<file path="config.mk">
export PLATFORM = sky130hd
export DESIGN_NAME = sercfg_slave
export DESIGN_NICKNAME = d
export VERILOG_FILES = /design/src/rtl/sercfg_pkg.sv /design/src/rtl/sercfg_sync.sv /design/src/rtl/sercfg_regbank.sv /design/src/rtl/sercfg_fsm.sv /design/src/rtl/sercfg_slave.sv
export SDC_FILE = /design/constraint.sdc
export NUM_CORES = 2
export LEC_CHECK = 0
export BUFFER_PORTS_ARGS = -buffer_cell sky130_fd_sc_hd__buf_2
export CELL_PAD_IN_SITES_DETAIL_PLACEMENT = 0
export CELL_PAD_IN_SITES_GLOBAL_PLACEMENT = 2
export CORE_UTILIZATION = 45
export DETAILED_ROUTE_END_ITERATION = 8
export PLACE_DENSITY_LB_ADDON = 0.1
export SETUP_SLACK_MARGIN = 0.05
export SYNTH_ARGS = -nofsm -noshare
export SYNTH_HDL_FRONTEND = slang
export SYNTH_SLANG_ARGS = --single-unit
</file>
<file path="constraint.sdc">
create_clock -name clk -period 9.94 [get_ports clk]
set_clock_uncertainty 0.1 [all_clocks]
set_input_delay 1.988 -clock clk [delete_from_list [all_inputs] [get_ports clk]]
set_output_delay 1.988 -clock clk [all_outputs]
set_load 0.1 [all_outputs]
</file>
<file path="src/rtl/sercfg_pkg.sv">
package sercfg_pkg;
  localparam int BYTE_W = 8;
  localparam int PTR_W  = 8;
  localparam int CNT_W  = $clog2(BYTE_W + 1);

  typedef enum logic [2:0] {
    PH_IDLE,
    PH_DEV,
    PH_PTR,
    PH_WR,
    PH_RD,
    PH_SKIP
  } phase_t;
endpackage

</file>
<file path="src/rtl/sercfg_sync.sv">
module sercfg_sync #(
  parameter int STAGES = 2
) (
  input  logic clk,
  input  logic rst,
  input  logic scl_i,
  input  logic sda_i,
  output logic sda_s,
  output logic scl_rise,
  output logic scl_fall,
  output logic start_det,
  output logic stop_det
);
  logic [STAGES-1:0] scl_q, sda_q;
  logic scl_d, sda_d, scl_s;

  always_ff @(posedge clk) begin
    if (rst) begin
      scl_q <= '1;
      sda_q <= '1;
      scl_d <= 1'b1;
      sda_d <= 1'b1;
    end else begin
      scl_q <= {scl_q[STAGES-2:0], scl_i};
      sda_q <= {sda_q[STAGES-2:0], sda_i};
      scl_d <= scl_q[STAGES-1];
      sda_d <= sda_q[STAGES-1];
    end
  end

  assign scl_s     = scl_q[STAGES-1];
  assign sda_s     = sda_q[STAGES-1];
  assign scl_rise  = scl_s & ~scl_d;
  assign scl_fall  = ~scl_s & scl_d;
  assign start_det = scl_s & scl_d & sda_d & ~sda_s;
  assign stop_det  = scl_s & scl_d & ~sda_d & sda_s;
endmodule

</file>
<file path="src/rtl/sercfg_regbank.sv">
module sercfg_regbank #(
  parameter int AW = 8,
  parameter int DW = 8
) (
  input  logic          clk,
  input  logic          we,
  input  logic [AW-1:0] waddr,
  input  logic [DW-1:0] wdata,
  input  logic [AW-1:0] raddr,
  output logic [DW-1:0] rdata
);
  localparam int DEPTH = 1 << AW;

  logic [DW-1:0] mem [DEPTH];

  always_ff @(posedge clk) begin
    if (we) mem[waddr] <= wdata;
    rdata <= mem[raddr];
  end
endmodule

</file>
<file path="src/rtl/sercfg_fsm.sv">
module sercfg_fsm
  import sercfg_pkg::*;
#(
  parameter logic [6:0] DEV_ADDR = 7'b1000100
) (
  input  logic              clk,
  input  logic              rst,
  input  logic              sda_s,
  input  logic              scl_rise,
  input  logic              scl_fall,
  input  logic              start_det,
  input  logic              stop_det,
  input  logic [BYTE_W-1:0] rd_data,
  output logic [PTR_W-1:0]  rd_addr,
  output logic              wr_en,
  output logic [PTR_W-1:0]  wr_addr,
  output logic [BYTE_W-1:0] wr_data,
  output logic              sda_oe
);
  localparam logic [CNT_W-1:0] FULL = CNT_W'(BYTE_W);

  phase_t            phase;
  logic [CNT_W-1:0]  bitcnt;
  logic              ack_slot;
  logic              rnw;
  logic              mack;
  logic [BYTE_W-1:0] shreg;
  logic [BYTE_W-1:0] txreg;
  logic [PTR_W-1:0]  ptr;

  assign rd_addr = ptr;

  always_ff @(posedge clk) begin
    if (rst) begin
      phase    <= PH_IDLE;
      bitcnt   <= '0;
      ack_slot <= 1'b0;
      rnw      <= 1'b0;
      mack     <= 1'b1;
      shreg    <= '0;
      txreg    <= '0;
      ptr      <= '0;
      sda_oe   <= 1'b0;
      wr_en    <= 1'b0;
      wr_addr  <= '0;
      wr_data  <= '0;
    end else begin
      wr_en <= 1'b0;
      if (start_det) begin
        phase    <= PH_DEV;
        bitcnt   <= '0;
        ack_slot <= 1'b0;
        sda_oe   <= 1'b0;
      end else if (stop_det) begin
        phase    <= PH_IDLE;
        bitcnt   <= '0;
        ack_slot <= 1'b0;
        sda_oe   <= 1'b0;
      end else begin
        case (phase)
          PH_DEV, PH_PTR, PH_WR: begin
            if (scl_rise && !ack_slot && bitcnt != FULL) begin
              shreg  <= {shreg[BYTE_W-2:0], sda_s};
              bitcnt <= bitcnt + 1'b1;
            end else if (scl_fall && !ack_slot && bitcnt == FULL) begin
              case (phase)
                PH_DEV: begin
                  if (shreg[BYTE_W-1:1] == DEV_ADDR) begin
                    rnw      <= shreg[0];
                    sda_oe   <= 1'b1;
                    ack_slot <= 1'b1;
                  end else begin
                    phase <= PH_SKIP;
                  end
                end
                PH_PTR: begin
                  ptr      <= shreg;
                  sda_oe   <= 1'b1;
                  ack_slot <= 1'b1;
                end
                default: begin
                  wr_en    <= 1'b1;
                  wr_addr  <= ptr;
                  wr_data  <= shreg;
                  ptr      <= ptr + 1'b1;
                  sda_oe   <= 1'b1;
                  ack_slot <= 1'b1;
                end
              endcase
            end else if (scl_fall && ack_slot) begin
              ack_slot <= 1'b0;
              bitcnt   <= '0;
              if (phase == PH_DEV && rnw) begin
                phase  <= PH_RD;
                txreg  <= rd_data;
                sda_oe <= ~rd_data[BYTE_W-1];
              end else begin
                sda_oe <= 1'b0;
                if (phase == PH_DEV) phase <= PH_PTR;
                else if (phase == PH_PTR) phase <= PH_WR;
              end
            end
          end
          PH_RD: begin
            if (scl_rise) begin
              if (ack_slot) mack <= sda_s;
              else bitcnt <= bitcnt + 1'b1;
            end else if (scl_fall) begin
              if (ack_slot) begin
                ack_slot <= 1'b0;
                bitcnt   <= '0;
                if (!mack) begin
                  txreg  <= rd_data;
                  sda_oe <= ~rd_data[BYTE_W-1];
                end else begin
                  sda_oe <= 1'b0;
                  phase  <= PH_SKIP;
                end
              end else if (bitcnt == FULL) begin
                sda_oe   <= 1'b0;
                ack_slot <= 1'b1;
                ptr      <= ptr + 1'b1;
              end else begin
                txreg  <= {txreg[BYTE_W-2:0], 1'b0};
                sda_oe <= ~txreg[BYTE_W-2];
              end
            end
          end
          default: ;
        endcase
      end
    end
  end


  oe_rise_on_fall_chk: assert property (@(posedge clk) disable iff (rst)
    $rose(sda_oe) |-> $past(scl_fall));


  oe_fall_on_event_chk: assert property (@(posedge clk) disable iff (rst)
    $fell(sda_oe) |-> $past(scl_fall || start_det || stop_det));


  start_restart_chk: assert property (@(posedge clk) disable iff (rst)
    start_det |=> (phase == PH_DEV && bitcnt == '0 && !sda_oe));


  stop_release_chk: assert property (@(posedge clk) disable iff (rst)
    stop_det |=> (!sda_oe && phase == PH_IDLE));


  skip_silent_chk: assert property (@(posedge clk) disable iff (rst)
    (phase == PH_SKIP) |-> (!sda_oe && !wr_en));


  ack_slot_full_chk: assert property (@(posedge clk) disable iff (rst)
    ack_slot |-> (bitcnt == FULL));
endmodule

</file>
<file path="src/rtl/sercfg_slave.sv">
module sercfg_slave
  import sercfg_pkg::*;
#(
  parameter logic [6:0] DEV_ADDR    = 7'b1000100,
  parameter int         SYNC_STAGES = 2
) (
  input  logic clk,
  input  logic rst,
  input  logic scl_i,
  input  logic sda_i,
  output logic sda_oe
);
  logic              sda_s, scl_rise, scl_fall, start_det, stop_det;
  logic              wr_en;
  logic [PTR_W-1:0]  wr_addr, rd_addr;
  logic [BYTE_W-1:0] wr_data, rd_data;

  sercfg_sync #(.STAGES(SYNC_STAGES)) u_sync (
    .clk       (clk),
    .rst       (rst),
    .scl_i     (scl_i),
    .sda_i     (sda_i),
    .sda_s     (sda_s),
    .scl_rise  (scl_rise),
    .scl_fall  (scl_fall),
    .start_det (start_det),
    .stop_det  (stop_det)
  );

  sercfg_fsm #(.DEV_ADDR(DEV_ADDR)) u_fsm (
    .clk       (clk),
    .rst       (rst),
    .sda_s     (sda_s),
    .scl_rise  (scl_rise),
    .scl_fall  (scl_fall),
    .start_det (start_det),
    .stop_det  (stop_det),
    .rd_data   (rd_data),
    .rd_addr   (rd_addr),
    .wr_en     (wr_en),
    .wr_addr   (wr_addr),
    .wr_data   (wr_data),
    .sda_oe    (sda_oe)
  );

  sercfg_regbank #(.AW(PTR_W), .DW(BYTE_W)) u_bank (
    .clk   (clk),
    .we    (wr_en),
    .waddr (wr_addr),
    .wdata (wr_data),
    .raddr (rd_addr),
    .rdata (rd_data)
  );
endmodule

</file>
# Word level (Yosys, flattened, before mapping)
# Memories as Yosys holds them, arrays and structs flattened. A register that Yosys moved wholly into a read port is not among the register bits.
# Cells that the tools add are included.
# Widths: inputs -> output; s select.
[totals] reg_bits=57 mem_bits_rw=2048 inputBits=4 out_inout_bits=1 word_cells=166 n_memories=1
[mem_list] name="u_bank.mem" words=256 word_bits=8 read_ports=1 rd_ports_with_merged_regs=1 write_ports=1 line="sercfg_regbank.sv:14" text="logic [DW-1:0] mem [DEPTH];"
[op_classes] addsub=2 eq_ne=40 muxes=64 bitwise=19 reduce_logical=23
[ops] cell="$mux 7" n=9
[ops] cell="$mux 8" n=6
[ops] cell="$mux 3" n=12
[ops] cell="$pmux 8 s2" n=2
[ops] cell="$reduce_and 10->1" n=3
[ops] cell="$mux 4" n=7
[ops] cell="$mux 1" n=23
[ops] cell="$reduce_and 6->1" n=3
[ops] cell="$ne 4x4->1 const B" n=4
[ops] cell="$ne 5x5->1 const B" n=3
[ops] cell="$ne 2x1->1 const B" n=7
[ops] cell="$pmux 7 s2" n=1
[ops] cell="$ne 3x1->1 const B" n=4
[ops] cell="$ne 3x3->1 const B" n=4
[ops] cell="$ne 4x3->1 const B" n=3
[ops] cell="$not 1->1" n=12
[ops] cell="$reduce_and 11->1" n=1
[ops] cell="$ne 2x2->1 const B" n=5
[ops] cell="$add 8x1->8 const B" n=1
[ops] cell="$pmux 4 s2" n=1
[ops] cell="$and 1x1->1" n=7
[ops] cell="$eq 7x7->1 const B" n=1
[ops] cell="$ne 7x7->1 const B" n=1
[ops] cell="$reduce_and 7->1" n=1
[ops] cell="18 further kinds" n=27

# Logic depth before layout (Yosys ltp)
[logic_depth] ltp_word=10 mapped_depth=12 mapped_depth_nobuf=8

# Modules after synthesis
# From an unflattened synthesis, not the netlist that was laid out.
[unflattened] cells_unflattened=4036 hier_area_um2=82290.2
[by_module_without_submodules] module="sercfg_regbank" n_inst=1 cells_per_inst=3733 area_per_inst_um2=79556.3 seq_area_each_um2=61659.1
[by_module_without_submodules] module="sercfg_fsm" n_inst=1 cells_per_inst=287 area_per_inst_um2=2543.7 seq_area_each_um2=1021.0
[by_module_without_submodules] module="sercfg_sync" n_inst=1 cells_per_inst=16 area_per_inst_um2=190.2 seq_area_each_um2=120.1

# Worst setup path before layout
# No wires, ideal clock.
[synth_path] path_kind="reg-to-reg" start="register u_fsm.wr_data[0]" end="memory u_bank.mem[0][0], data pin" setup_ps=856 arrival_time_ps=3397 required_time_ps=8984 setup_slack_ps=5587 path_stages_with_launch=1 path_buffers=0 period_less_slack_ps=4353 cell_sequence="dfxtp_1"
[synth_lines] item="start: declaration" line="sercfg_fsm.sv:17" text="output logic [BYTE_W-1:0] wr_data,"
[synth_lines] item="start signal: assignment" line="sercfg_fsm.sv:84" text="wr_data <= shreg;"
[synth_lines] item="end: declaration" line="sercfg_regbank.sv:14"
# No word-level cell before the write port.

==> impl_metrics.csv <==
group,metric,value,unit
worst_hold_path,hold_depth,1,
synth,synth-edff-count,2048,
synth,yosys_warnings,0,
grt,grt-ovfl-total,0,
sta,final_hold_viol_count,0,
run_status,violations,"capacitance limit",
setup_path,crit_fanout,32,
cts,cts-hold-fix-buffers,0,
drt,drt_wl_total,248000,µm
power_and_ir_drop,max-vdd-ir-drop,0.0001610,V
setup_path,cp-start-kind,"flop",
grt,grt_pass1_wl,345200,µm
setup_path,slowest_stage,"a221oi_1",
synth,ys.flop_type,"edfxtp_1",
power_and_ir_drop,powerDensity,189.8,mW/mm²
finish,fillCellCount,14622,
sta,worst_pin_slew,1.468,ns
cts,root_buffer,"clkbuf_16",
synth,syn_area_per_cell,20.05,µm²
synth,synth_adder_area_share,0.04557,%
drt,vias,41868,
sta,clock.fmax,186.8,MHz
synth,synth_top_family_by_area,"multiplexers",
die,dieArea,0.1848,mm²
sta,rsz0062_at_grt,"false",
drt,drt_iter0_drc,5254,
synth,ys_seq_area_share,76.24,%
synth,yosys.area_share.simple,3.275,%
die,dieHeight,429.8,µm
setup_path,worst_path_most_repeated_cell,"buf_4",
drt,wl_per_cell,36.98,µm
placed_design,dp_hpwl,150800,µm
finish,fin_nets,4179,
synth,synth_compound_area_share,3.709,%
die,ioPinCount,5,
worst_hold_path,worstHoldStart,"u_sync.sda_q[0]",
placed_design,portBuffers,4,
die,core.rowCount,156,
power_and_ir_drop,leakage,0.02771,µW
cts,cts.sinks,2113,
setup_path,cp-end-kind,"flop",
cts,cts_resized,0,
sta,setup_viol,0,
setup_path,crit_type,"reg -> reg",
grt,grt_usage,27.04,%
cts,numCtsBuffers,215,
cts,cts_buffer_depth,3,
drt,routed_via_density,6.242,
die,die_x,429.8,µm
setup_path,rr_worst_depth,7,
finish,design_area,0.09150,mm²
cts,htreeDepth,4,
run_status,run_status,"finished, violations left",
setup_path,r2r_start,"u_fsm.rd_addr[2]",
worst_hold_path,hp-class,"reg -> reg",
setup_path,path_cells,"buf_4 > clkinv_2 > buf_4 > nand2_1 > o21ai_0 > a221oi_1 > o32ai_1",
cts,clkTransAtPathRegs,0.06,ns
setup_path,path_delay_family,"buffers and inverters",
synth,synthCells,4109,
setup_path,crit_required,10.55,ns
grt,grt_max_degree,225,
worst_hold_path,hold_end,"u_sync.sda_q[1]",
setup_path,critPathMaxStageDelay,1.09,ns
synth,synth_nets,4116,
setup_path,crit_arrival,5.96,ns
finish,final_layout_size_suffix_gt1_share,20.92,%
synth,async_reset_ff_share,0,%
drt,postRouteAntennaNets,0,
cts,cts_tree,"yes",
placed_design,place.gp.congestion,0.8468,
synth,synth-xor-area-share,0.04253,%
flow_run,maxCapViolCount,1,
drt,drc,0,
cts,clock_latency,0.86,ns
sta,drv_slew,0,
placed_design,place_area,0.08489,mm²
setup_path,crit_buf_inv,3,
synth,synth-seq-cells,2113,
finish,area_delta_synth_final,11.09,%
die,core,0.1813,mm²
sta,maxSlewHeadroom,1.545,%
grt,grt_pass1_vias,41750,
drt,first_pass_iters,5,
setup_path,r2r_end,"u_bank.rdata[4]",
grt,grt_antenna_before_repair,9,
sta,final.min_clock_period,5.355,ns
synth,synthDistinctLibCells,82,
cts,cts_setup_buffers,0,
die,start_util,45.43,%
synth,synth_area,0.08237,mm²
setup_path,path_depth,7,
setup_path,r2r_slack,4.59,ns
synth,synthMuxAreaShare,14.83,%
sta,tns,0,ns
sta,period_share,53.87,%
power_and_ir_drop,total_power,17370,µW
metrics by stage:
step                cells  hold WS (ns)  setup slack (ns)  util [%]
finish               6708        0.3176             4.585     50.46
global route         6705        0.3357             4.700     50.46
CTS                  6705        0.3208             4.718     50.46
detailed placement   6325        0.3092             4.711     46.82
global placement     6323        0.2967             4.415     46.80
floorplan            4109        0.2895             5.587         -
sequential cells by signal, summed over array words and instances, names as in the netlist, 4 cells and up:
signal and cells:
u_fsm.bitcnt 4, u_fsm.rd_addr 8, u_bank.mem 2048, u_fsm.wr_data 8, u_bank.rdata 8, u_fsm.txreg 7
u_fsm.wr_addr 8, u_fsm.shreg 8
cells in the mapped netlist, types with 32 or more instances:
cell	number	area, µm²
a21oi_1	100	500.5
a221oi_1	40	350.3
a22oi_1	67	503.0
buf_2	59	295.3
buf_6	32	360.4
clkbuf_1	125	469.2
dfxtp_1	65	1301
edfxtp_1	2048	61500
mux2i_1	207	2072
mux4_2	443	9977
nand2_1	109	409.1
nand3_1	49	245.2
nor2_1	342	1284
o21ai_0	33	165.2
cells by family (layout without fill, tap and decap cells):
| kind of cell | count (synthesis) | after routing |
|---|---|---|
| DFF | 2113 | 2113 |
| muxes | 665 | 665 |
| and+or+nand+nor | 616 | 616 |
| AOI/OAI and AO/OA | 438 | 438 |
| buffers and inverters | 270 | 496 |
| xor gates and xnor gates | 4 | 4 |
| adders and majority gates | 3 | 3 |
| other | 0 | 3 |
worst max-delay path by stage:
stage	start	to
floorplan	u_fsm.wr_data[0]	u_bank.mem[0][0]
global placement	u_fsm.rd_addr[2]	u_bank.rdata[1]
detailed placement	u_fsm.rd_addr[2]	u_bank.rdata[4]
CTS	u_fsm.rd_addr[2]	u_bank.rdata[4]
global route	u_fsm.rd_addr[2]	u_bank.rdata[4]
finish	u_fsm.rd_addr[2]	u_bank.rdata[4]
per-layer routing:
| layer | wire length (µm) | GRT usage, % | vias up |
|---|---|---|---|
| met3 | 17040 | 4.846 | 343 |
| met1 | 109600 | 40.10 | 22833 |
| met4 | 7656 | 8.372 | 4 |
| met5 | 27 | 0 | - |
| li1 | - | - | 17110 |
| met2 | 113700 | 40.90 | 1578 |
report_power, final:
group / internal (µW) / switching [µW]
Combinational: 3.73 / 7.73
Sequential: 9610 / 1.68
Clock: 4350 / 3400
cell type report:
cell class	instances	area, µm²	area share [%]
antenna	3	7.507	0.008205
clock buffer	266	5657	6.182
clock inverter	114	943.4	1.031
inverter	10	38.79	0.04239
multi-input combinational	1726	18150	19.83
sequential	2113	62850	68.69
tap	2370	2965	3.241
timing repair buffer	106	890.9	0.9736
cell usage in the layout, fill, tap and decap left out, types with 38 or more instances in the layout:
cell type and count:
clkinv_1 42, mux2i_1 207, nor2_1 340, a221oi_1 40
nand3_1 43, clkbuf_16 219, clkbuf_1 47, a22oi_1 67
edfxtp_1 2048, nand2_1 109, mux4_2 443, buf_4 92
dfxtp_1 51, clkinv_2 38, a21oi_1 100
worst register-to-register path, cell delays in order (launching register included):
cell and delay, ns:
dfxtp_4 0.82, buf_4 0.64, clkinv_2 0.76, buf_4 0.64
nand2_1 0.59, o21ai_0 0.40, a221oi_1 1.09, o32ai_1 0.18
Power figures use the tool's default switching activity.
